--- src/rtl/irq_ctl_pkg.sv ---
// Package: irq_ctl_pkg
// Holds the constants and the small types shared by the interrupt status
// and mask controller. Assumes a 16-bit register offset space and a
// 32-bit data bus.
package irq_ctl_pkg;

    localparam int unsigned IRQ_W      = 16;
    localparam int unsigned ADDR_W     = 16;
    localparam int unsigned DATA_W     = 32;
    localparam int unsigned DMA_BIT    = 3;
    localparam logic [ADDR_W-1:0] FLAG_OFS = 16'h1070;
    localparam logic [ADDR_W-1:0] ENAB_OFS = 16'h1074;

    // Which register, if any, the current bus address selects.
    typedef enum logic [1:0] {
        SEL_NONE = 2'd0,
        SEL_FLAG = 2'd1,
        SEL_ENAB = 2'd2
    } reg_sel_e;

endpackage

--- src/rtl/irq_bus_decode.sv ---
// Module: irq_bus_decode
// Decodes the register bus into one-hot write strobes, picks the register
// to read, and trims the write data to the register width.
// Assumes: exact match on the offsets; the write data above the register
// width is dropped.
module irq_bus_decode
    import irq_ctl_pkg::*;
#(
    parameter int unsigned AW = ADDR_W,
    parameter int unsigned DW = DATA_W,
    parameter int unsigned RW = IRQ_W,
    parameter logic [AW-1:0] FLAG_ADDR = FLAG_OFS,
    parameter logic [AW-1:0] ENAB_ADDR = ENAB_OFS
) (
    input  logic          en_i,
    input  logic          we_i,
    input  logic [AW-1:0] addr_i,
    input  logic [DW-1:0] wdata_i,
    output reg_sel_e      sel_o,
    output logic          flag_wr_o,
    output logic          enab_wr_o,
    output logic [RW-1:0] wval_o
);

    logic [DW-RW-1:0] wdata_unused;

    // Map the address onto a register selector.
    always_comb begin
        if (addr_i == FLAG_ADDR)      sel_o = SEL_FLAG;
        else if (addr_i == ENAB_ADDR) sel_o = SEL_ENAB;
        else                          sel_o = SEL_NONE;
    end

    // Produce the write strobes for a qualified write cycle.
    always_comb begin
        flag_wr_o = en_i && we_i && (sel_o == SEL_FLAG);
        enab_wr_o = en_i && we_i && (sel_o == SEL_ENAB);
    end

    // Keep only the low half of the write data.
    assign wval_o       = wdata_i[RW-1:0];
    assign wdata_unused = wdata_i[DW-1:RW];

endmodule

--- src/rtl/irq_flag_reg.sv ---
// Module: irq_flag_reg
// Holds the interrupt flags. A set pulse latches a bit. A software write
// ANDs the written value into the flags. When both happen on one edge,
// the set wins.
// Assumes: set pulses last one cycle and are already merged per bit.
module irq_flag_reg #(
    parameter int unsigned W = 16
) (
    input  logic         clk,
    input  logic         rst_n,
    input  logic [W-1:0] set_i,
    input  logic         wr_i,
    input  logic [W-1:0] wval_i,
    output logic [W-1:0] flag_o
);

    logic past_ok;

    // Arm the assertions once one non-reset cycle has passed.
    always_ff @(posedge clk) begin
        past_ok <= rst_n;
    end

    for (genvar b = 0; b < W; b++) begin : g_bit
        // Per-bit update: clear on reset, set on pulse, otherwise AND on write.
        always_ff @(posedge clk) begin
            if (!rst_n)              flag_o[b] <= 1'b0;
            else if (set_i[b])       flag_o[b] <= 1'b1;
            else if (wr_i)           flag_o[b] <= flag_o[b] & wval_i[b];
        end
    end

    AST_ACK_AND: assert property (@(posedge clk) disable iff (!rst_n || !past_ok)
        wr_i |=> ((flag_o & ~$past(set_i)) == ($past(flag_o) & $past(wval_i) & ~$past(set_i))));

    AST_SET_WINS: assert property (@(posedge clk) disable iff (!rst_n || !past_ok)
        (set_i != '0) |=> ((flag_o & $past(set_i)) == $past(set_i)));

    AST_NO_SPONT_SET: assert property (@(posedge clk) disable iff (!rst_n || !past_ok)
        1'b1 |=> ((flag_o & ~$past(flag_o) & ~$past(set_i)) == '0));

    AST_FLAG_HOLD: assert property (@(posedge clk) disable iff (!rst_n || !past_ok)
        (!wr_i && set_i == '0) |=> $stable(flag_o));

endmodule

--- src/rtl/irq_enab_reg.sv ---
// Module: irq_enab_reg
// Holds the interrupt enable mask. A write replaces the whole mask.
// Assumes: the write strobe is qualified already.
module irq_enab_reg #(
    parameter int unsigned W = 16
) (
    input  logic         clk,
    input  logic         rst_n,
    input  logic         wr_i,
    input  logic [W-1:0] wval_i,
    output logic [W-1:0] enab_o
);

    logic past_ok;

    // Arm the assertions once one non-reset cycle has passed.
    always_ff @(posedge clk) begin
        past_ok <= rst_n;
    end

    // Load the mask on a write, clear it on reset.
    always_ff @(posedge clk) begin
        if (!rst_n)    enab_o <= '0;
        else if (wr_i) enab_o <= wval_i;
    end

    AST_MASK_LOAD: assert property (@(posedge clk) disable iff (!rst_n || !past_ok)
        wr_i |=> (enab_o == $past(wval_i)));

    AST_MASK_HOLD: assert property (@(posedge clk) disable iff (!rst_n || !past_ok)
        !wr_i |=> $stable(enab_o));

endmodule

--- src/rtl/irq_status_mask.sv ---
// Module: irq_status_mask (top)
// Interrupt flag and enable register pair with a level pending output.
// Source pulses, including the DMA request merged into its own bit, set
// flags. Software acknowledges flags with an AND-write and sets the mask
// with a full write. irq_pending is the OR of flags AND enables.
// Assumes: single-cycle source pulses; synchronous active-low reset.
module irq_status_mask
    import irq_ctl_pkg::*;
#(
    parameter int unsigned NSRC  = IRQ_W,
    parameter int unsigned AW    = ADDR_W,
    parameter int unsigned DW    = DATA_W,
    parameter int unsigned DMA_B = DMA_BIT
) (
    input  logic          clk,
    input  logic          rst_n,
    input  logic [NSRC-1:0] src_pulse,
    input  logic          dma_req,
    input  logic          bus_en,
    input  logic          bus_we,
    input  logic [AW-1:0] bus_addr,
    input  logic [DW-1:0] bus_wdata,
    output logic [DW-1:0] bus_rdata,
    output logic          irq_pending
);

    localparam int unsigned PAD_W = DW - NSRC;

    reg_sel_e        sel;
    logic            flag_wr;
    logic            enab_wr;
    logic [NSRC-1:0] wval;
    logic [NSRC-1:0] set_vec;
    logic [NSRC-1:0] flags;
    logic [NSRC-1:0] enables;
    logic            past_ok;

    // Arm the top-level assertions once one non-reset cycle has passed.
    always_ff @(posedge clk) begin
        past_ok <= rst_n;
    end

    irq_bus_decode #(
        .AW(AW), .DW(DW), .RW(NSRC)
    ) u_dec (
        .en_i      (bus_en),
        .we_i      (bus_we),
        .addr_i    (bus_addr),
        .wdata_i   (bus_wdata),
        .sel_o     (sel),
        .flag_wr_o (flag_wr),
        .enab_wr_o (enab_wr),
        .wval_o    (wval)
    );

    // Merge the DMA request into its flag bit.
    always_comb begin
        set_vec        = src_pulse;
        set_vec[DMA_B] = src_pulse[DMA_B] | dma_req;
    end

    irq_flag_reg #(.W(NSRC)) u_flag (
        .clk    (clk),
        .rst_n  (rst_n),
        .set_i  (set_vec),
        .wr_i   (flag_wr),
        .wval_i (wval),
        .flag_o (flags)
    );

    irq_enab_reg #(.W(NSRC)) u_enab (
        .clk    (clk),
        .rst_n  (rst_n),
        .wr_i   (enab_wr),
        .wval_i (wval),
        .enab_o (enables)
    );

    // Read mux, zero-extended to the bus width.
    always_comb begin
        unique case (sel)
            SEL_FLAG: bus_rdata = {{PAD_W{1'b0}}, flags};
            SEL_ENAB: bus_rdata = {{PAD_W{1'b0}}, enables};
            default:  bus_rdata = '0;
        endcase
    end

    // Pending level from the current register contents.
    assign irq_pending = |(flags & enables);

    AST_DMA_SETS_BIT: assert property (@(posedge clk) disable iff (!rst_n || !past_ok)
        dma_req |=> flags[DMA_B]);

    AST_UNMASK_RAISES: assert property (@(posedge clk) disable iff (!rst_n || !past_ok)
        (enab_wr && ((flags & wval) != '0)) |=> irq_pending);

    AST_RDATA_UPPER_ZERO: assert property (@(posedge clk) disable iff (!rst_n)
        bus_rdata[DW-1:NSRC] == '0);

endmodule

--- config.mk ---
export PLATFORM = sky130hd
export DESIGN_NAME = irq_status_mask
export DESIGN_NICKNAME = d
export VERILOG_FILES = /design/src/rtl/irq_ctl_pkg.sv /design/src/rtl/irq_bus_decode.sv /design/src/rtl/irq_flag_reg.sv /design/src/rtl/irq_enab_reg.sv /design/src/rtl/irq_status_mask.sv
export SDC_FILE = /design/constraint.sdc
export NUM_CORES = 1
export LEC_CHECK = 0
export ABC_CLOCK_PERIOD_IN_PS = 3100
export BUFFER_PORTS_ARGS = -buffer_cell sky130_fd_sc_hd__buf_4
export CAP_MARGIN = 10
export CORE_MARGIN = 1
export CORE_UTILIZATION = 38
export CTS_BUF_LIST = sky130_fd_sc_hd__clkbuf_8
export DETAILED_ROUTE_END_ITERATION = 8
export GPL_TIMING_DRIVEN = 0
export PLACE_DENSITY = 0.82
export SYNTH_ARGS = -nofsm -noshare
export SYNTH_HDL_FRONTEND = slang
export SYNTH_SLANG_ARGS = --single-unit
--- constraint.sdc ---
create_clock -name clk -period 3.1 [get_ports clk]
set_clock_uncertainty 0.05 [all_clocks]
set_input_delay 0.62 -clock clk [delete_from_list [all_inputs] [get_ports clk]]
set_output_delay 0.62 -clock clk [all_outputs]
set_load 0.01 [all_outputs]
=== Yosys cells after proc, flatten, opt, wreduce, memory -nomap -nowiden ===
Cells that the tools add are included.

* Equal/unequal tests: 4
* $mul: 0
* Mux-type cells: 35
* Reduce and logical (&&, ||, !) cells: 20
* Magnitude comparators: 0
* Bitwise gates (word level): 18
* Divide/modulo/power cells: 0
* $add $sub $neg: 0
* Shift operators: 0

{| class="wikitable"
|+ Operator list
! kind !! count
|-
| $eq A16 B13 Y1 const B || 2
|-
| $mux W1 || 32
|-
| $pmux W16 S2 || 1
|-
| $reduce_bool A2 Y1 || 16
|-
| $and A1 B1 Y1 || 16
|-
| $and A16 B16 Y16 || 1
|-
| $reduce_or A16 Y1 || 1
|-
| $mux W2 || 2
|-
| $logic_and A1 B1 Y1 || 3
|-
| $eq A2 B1 Y1 const B || 1
|-
| $eq A2 B2 Y1 const B || 1
|-
| $or A1 B1 Y1 || 1
|}

* Register bits: 32
* Output and inout port bits: 33
* ROM bits: 0
* RAM bits: 0
* Memories kept: 0
* Bits in latches: 0

=== Depth between registers and ports, before layout ===
Gate-level depths: netlist (run 1).

* Depth in word-level cells: 7
* Mapped depth: 7

=== Cells and area by module ===
A second synthesis (run 1) with hierarchy kept.

* Cell total of the unflattened synthesis: 213
* Area total of the unflattened synthesis: 1973.1 sq um

{| class="wikitable"
|+ Modules (own cells, without submodules)
! module !! seq. area each (sq um) !! times used !! cells an instance !! area each (sq um)
|-
| irq_flag_reg || 320.3 || 1 || 66 || 673.1
|-
| irq_enab_reg || 320.3 || 1 || 51 || 615.6
|-
| irq_status_mask || 0.0 || 1 || 69 || 485.5
|-
| irq_bus_decode || 0.0 || 1 || 27 || 198.9
|}

=== Worst setup path after synthesis (run 1) ===
No wires, ideal clock.

* Path kind: input port to output port
* Start: input port bus_addr[15]
* End: output port bus_rdata[0]
* Data required time: 2.430 ns
* Stages: 6
* Arrival time: 2.249 ns
* Buffers on the path: 2
* Setup slack: 0.181 ns
* Path through: or3b_4 > or4_4 > buf_6 > nor3_4 > buf_6 > a22o_1

* Longest elaborated chain between the ends: 5
* Elaborated cells on any way between the ends: 7
* Those cells by class: eq/ne (4); mux (3)

{| class="wikitable"
|+ Ends and longest elaborated chain
! item !! line !! source
|-
| from (decl) || irq_status_mask.sv:21 || <nowiki>input logic [AW-1:0] bus_addr,</nowiki>
|-
| $eq A16 B13 Y1 || irq_bus_decode.sv:30 || <nowiki>else if (addr_i == ENAB_ADDR) sel_o = SEL_ENAB;</nowiki>
|-
| $mux W2 || irq_bus_decode.sv:30 ||
|-
| $mux W2 (*) || irq_bus_decode.sv:29 || <nowiki>if (addr_i == FLAG_ADDR) sel_o = SEL_FLAG;</nowiki>
|-
| $eq A2 B2 Y1 / $eq A2 B1 Y1 (equally long branches) || irq_status_mask.sv:81 || <nowiki>unique case (sel)</nowiki>
|-
| $pmux W16 S2 (*) || irq_status_mask.sv:81 ||
|-
| to (decl) || irq_status_mask.sv:23 || <nowiki>output logic [DW-1:0] bus_rdata,</nowiki>
|}

Mark *: on every way between the ends. The rest lies on a longest branch, timed or not.

=== Worst setup path in the final report (run 1) ===
Same ends and word-level chain as after synthesis.

==> results of run 1 <==
-- report_power, final --
part,total (µW),internal (µW),switching [µW]
clock network,297,149,148
registers,438,426,11.8
logic,129,72.2,57.1
total,864,647,217
-- placed cells by master, fill, tap and decap left out, types with 2 or more instances in the layout --
cell type,Yosys,layout
a22o_1,20,20
nand2_1,2,2
nor2_1,16,16
buf_2,3,2
clkbuf_8,0,5
buf_6,2,3
o21ai_0,15,15
conb_1,1,16
a31oi_1,16,16
a21boi_0,16,16
dfxtp_1,32,32
a221oi_1,4,4
o31ai_1,17,17
nand4_1,17,17
clkbuf_1,11,9
buf_4,16,88
-- repair_timing --
action	in CTS	in global routing
pin swaps	4	3
endpoints found under the setup margin	12	16
buffers inserted	3	0
gates resized for setup	4	3
gates cloned	1	0
-- worst register-to-register path, stage by stage (launching register included) --
cell	delay (ps)
dfxtp_1	340
o31ai_1	240
a31oi_1	70
-- flip-flops by register name (all words and copies together), names as in the netlist --
register	flops
u_flag.flag_o	16
u_enab.enab_o	16
-- cell usage after synthesis --
master / instances / area share, %
and3_1: 2 / 0.71
nand4_1: 17 / 6.0
dfxtp_1: 32 / 36
and2_1: 1 / 0.35
nor3_1: 1 / 0.28
conb_1: 1 / 0.21
a21boi_0: 16 / 6.8
buf_6: 2 / 1.3
o21ai_0: 15 / 4.2
a221oi_1: 4 / 2.0
a22o_1: 20 / 9.9
buf_4: 16 / 6.8
o31ai_1: 17 / 7.2
or4_4: 1 / 0.64
a31oi_1: 16 / 5.6
nor2_1: 16 / 3.4
nand2_1: 2 / 0.42
buf_2: 3 / 0.85
nand2b_1: 1 / 0.35
nand3_1: 1 / 0.28
or3b_4: 1 / 0.64
nor3_4: 1 / 0.92
buf_1: 1 / 0.21
nor4_4: 1 / 1.2
nor4b_1: 2 / 0.99
clkbuf_1: 11 / 2.3
nor2_2: 1 / 0.35
-- how the worst min path moves through the flow --
stage	endpoint	slack (ps)
finish	u_enab.enab_o[12]	450
global route	u_enab.enab_o[7]	480
CTS	u_enab.enab_o[14]	450
detailed placement	u_enab.enab_o[14]	440
global placement	u_enab.enab_o[14]	430
floorplan	u_enab.enab_o[11]	410
-- layout make-up --
class / count / area, µm² / share of cell area, %
clock inverters: 2 / 8.76 / 0.348
well taps: 52 / 65.1 / 2.58
clock buffers: 5 / 68.8 / 2.73
plain buffers: 30 / 186 / 7.40
multi-input cells: 152 / 995 / 39.5
flip-flops and latches: 32 / 641 / 25.4
repair buffers: 73 / 556 / 22.0
-- stage by stage --
stage	setup TNS, ps	utilization (%)	std cells	power [µW]
after floorplan	0	-	217	501
after global placement	-1900	54.6	338	571
after detailed placement	-2360	54.6	338	574
after CTS	0	56.9	346	867
after global routing	0	57.1	346	897
final	0	57.1	346	864
-- metal layers --
layer	GRT usage, %	share of wire [%]
met1	29.9	40
met5	0	0
met2	37.0	48
met3	4.91	10
met4	6.00	1.5
-- logic make-up after synthesis --
kind of cell	after synthesis	share of synthesized area, %
AOI/OAI and AO/OA	88	35.7
and+or+nand+nor	48	16.5
buffers and inverters	33	11.4
DFF	32	36.1
other	1	0.212
==> impl_results.md, run 1 <==
* Run status: completed
* Startpoint Class: primary input
* Tot GR Track Use at 22.6%
* Hold Fails Final Rpt at 0
* R2R Setup Slk at 2260 ps
* Cell variety after synth at 27
* Worst path depth at 7
* Die Height at 70.3 µm
* Reg2reg end: u_flag.flag_o[3]
* Initial DRT Pass Iterations at 4
* Largest net degree at the start of global routing at 11
* Nets at 363
* Leak at 0.00107 µW
* Core Rows at 24
* Critical Path AT at 2380 ps
* R2R depth at 2
* Crit-path slowest cell: or4_4
* H-Tree Level Count at 2
* Clock Sinks at 32
* Core area at 4410 µm²
* Worst skew pair latency at 280 ps
* Bufs on Longest Clock Path at 2
* DR vias at 1919
* Final min period at 3050 ps
* Area delta synth->final at 42.1%
* Worst-path clk slew at 60 ps
* WP data required at 2430 ps
* Ys Warns at 0
* Largest delay share family, worst path: simple AND/OR/NAND/NOR gates
* Final setup fails at 0
* Hpwl dp at 3970 µm
* Initial Util at 40.2%
* Tcrit/Tclk final at 98.4%
* Most used cell along the critical path: buf_4
* Via-per-instance ratio at 5.55
* Hold_ws at 448 ps
* Initial DRC Count at 161
* DP Worst Slack at -261 ps
* Cell Area, Placed at 2410 µm²
* Share of cells above drive strength 1 at 36.4%
* Crit end category: primary output
* Worst-path fanout max at 5
* Clock root cell: clkbuf_8
* Max Cap Violations at 0
* CP endpoint: bus_rdata[0]
* Worst path bufs/invs at 3
* Placer Congestion at 0.793
* Slew Limit Headroom at 56.3%
* Mean Syn Cell Area at 8.78 µm²
* DIE WIDTH at 70.3 µm
* Hold-critical path depth at 2
* Mean routed wirelength per cell at 15.8 µm
* Sequential area share after synthesis at 36.1%
* Final Max Tran Viols at 0
* Design area at 2520 µm²
* Cell Chain, Critical Path: buf_4 -> or3b_4 -> or4_4 -> nor3_4 -> buf_6 -> a22o_1 -> buf_4
* WL final at 5460 µm
* Min-delay worst type: flop to flop
* Cells after Synth at 202
* Number of global-route vias before repair at 1831
* WS Path Type: primary input to primary output
* Final worst setup slack at 49.0 ps
* Synthesized cell area at 1770 µm²
* Boundary Pins at 102
* Initial antenna violation count at 0
* First-pass GRT wire length at 8740 µm
* Critical Path Source: bus_addr[15]
* Die area at 4940 µm²
* Total CTS buffers at 5
* Pin slew with the least headroom to its limit at 653 ps
* PD cells at 343 nW/µm²
* Hold Crit Start: u_enab.enab_o[12]
* Synth Register Bits at 32
* FF-to-FF Start: u_flag.flag_o[3]
* CP max stage delay at 520 ps
* Worst IR Drop VDD at 0.000202 V
* Hold_buf cts at 0
* PortBufs at 69
* Post-DRT Antenna Nets at 0
* RSZ-0062 raised after global routing: false
* # diodes at 0
* Fillers at 410
* Highest Clock Rate at 328 MHz
* CTS tree: built
* Remaining DRCs at 0
* Global route overflow at 0
Note: power is estimated with default switching activity, not from simulation.
==> run 2: changes to the inputs <==
Settings changed: CORE_UTILIZATION 38 to 25, PLACE_DENSITY 0.82 to 0.62.
==> impl_results.md, run 2 (synthesis gave the netlist of run 1 again) <==
* Tot GR Track Use at 16.7% (-5.9 points)
* Worst IR Drop VDD at 0.000186 V (-7.9%)
* Boundary Pins at 102 (unchanged)
* Clock root cell: clkbuf_8
* Worst-path clk slew at 70 ps (about the same)
* DP Worst Slack at -293 ps (-31.4 ps)
* Max Cap Violations at 0 (unchanged)
* Fin util at 38.5% (-19 points)
* Largest net degree at the start of global routing at 11 (unchanged)
* Most frequent cells in the layout: 84 x buf_4, 32 x dfxtp_1, 20 x a22o_1
* Final min period at 3060 ps (+10.1 ps)
* DIE WIDTH at 86.2 µm (+23%)
* Remaining DRCs at 0 (unchanged)
* DR vias at 1959 (+2.1%)
* WL final at 6070 µm (+11%)
* WS Path Type: primary input to primary output
* First-pass GRT wire length at 9600 µm (+9.8%)
* H-Tree Level Count at 2 (unchanged)
* Leak at 0.00110 µW (+2.0%)
* Final setup fails at 0 (unchanged)
* Share of cells above drive strength 1 at 36.6% (+0.22 points)
* Core area at 6830 µm² (+55%)
* Die area at 7430 µm² (+50%)
* Cell Chain, Critical Path: buf_6 -> or3b_4 -> or4_4 -> nor3_4 -> buf_6 -> a22o_1 -> buf_6
* Startpoint Class: primary input
* Final Max Tran Viols at 0 (unchanged)
* Cell Area, Placed at 2470 µm² (+2.3%)
* Worst-path fanout max at 5 (unchanged)
* Crit end category: primary output
* Most used cell along the critical path: buf_6
* Worst skew pair latency at 290 ps (about the same)
* Post-DRT Antenna Nets at 0 (unchanged)
* Initial DRC Count at 160 (-0.62%)
* Largest delay share family, worst path: simple AND/OR/NAND/NOR gates
* RSZ-0062 raised after global routing: true
* Run status: completed
* CP max stage delay at 530 ps (about the same)
* Global route overflow at 0 (unchanged)
* Total CTS buffers at 5 (unchanged)
* Final worst setup slack at 38.9 ps (-10.1 ps)
* # diodes at 0 (unchanged)
* Hpwl dp at 4320 µm (+9.0%)
* Pin slew with the least headroom to its limit at 693 ps (+39.9 ps)
* Mean routed wirelength per cell at 15.5 µm (-1.6%)
* CTS tree: built
* PortBufs at 69 (unchanged)
* Slew Limit Headroom at 53.7% (-2.7 points)
* Area delta synth->final at 48.5%
* Critical Path AT at 2390 ps (about the same)
* Placer Congestion at 0.766 (-3.4%)
* Design area at 2630 µm² (+4.5%)
* Die Height at 86.2 µm (+23%)
* Largest registers: u_enab.enab_o: 16 flops, u_flag.flag_o: 16 flops
* Highest Clock Rate at 327 MHz (-0.33%)
* Initial DRT Pass Iterations at 4 (unchanged)
* Clock Sinks at 32 (unchanged)
* Bufs on Longest Clock Path at 2 (unchanged)
* Tcrit/Tclk final at 98.7% (+0.32 points)
* Hold Fails Final Rpt at 0 (unchanged)
* Setup_tns at 0 ps (unchanged)
* Via-per-instance ratio at 5.01 (-9.7%)
* Min-delay worst type: flop to flop
* Crit-path slowest cell: or4_4
* Core Rows at 30 (+25%)
* PD cells at 386 nW/µm² (+13%)
* Initial Util at 26.0% (-14 points)
* Worst path bufs/invs at 3 (unchanged)
* Number of global-route vias before repair at 1913 (+4.5%)
* Initial antenna violation count at 0 (unchanged)
* WP data required at 2430 ps (about the same)
* Most common cell after layout, fill and taps aside: buf_4
* Overall power at 1020 µW (+18%)
* Hold_buf cts at 0 (unchanged)
* Nets at 363 (unchanged)
## run 2: final timing paths
| path | from | endpoint | slack, ps | cells past startpoint |
|---|---|---|---|---|
| min reg2reg | u_enab.enab_o[12] | u_enab.enab_o[12] | 450 | 2 |
| max | bus_addr[14] | bus_rdata[7] | 40 | 7 |
| min | u_enab.enab_o[12] | u_enab.enab_o[12] | 450 | 2 |
| max reg2reg | u_flag.flag_o[3] | u_flag.flag_o[3] | 2280 | 2 |
## run 2: cell type report
type	instances	area [µm²]
fill	714	4200
multi-input combinational	152	988
sequential	32	641
timing repair buffer	73	571
buffer	30	186
tap	96	120
clock buffer	7	96.3
clock inverter	1	30.0
## run 2: timing repair
item,4_1_cts,5_1_grt
cloned,1,0
pin swaps,5,5
buffers inserted,3,0
endpoints found under the setup margin,12,16
endpoints found under the hold margin,0,0
resized for setup,7,3
## run 2: power by group
part | leakage, µW | switching (µW) | internal, µW
clock | 0.0000645 | 164 | 284
combinational | 0.000768 | 57.8 | 72.8
sequential | 0.000263 | 12.0 | 426
total | 0.00110 | 234 | 782
## run 2: worst reg2reg max path: stages, from the launching register on
cell and delay (ps):
dfxtp_1 330, o31ai_1 240, a31oi_1 60
## run 2: routing by layer
layer | share of wire (%) | track usage, %
met1 | 42 | 22.1
met2 | 47 | 27.1
met3 | 9.2 | 4.00
met4 | 1.5 | 4.70
met5 | 0 | 0
## run 2: through the flow
step	instances	hold WS, ps
floorplan	217	415
global placement	382	425
detailed placement	382	437
CTS	391	447
global route	391	477
finish	391	448
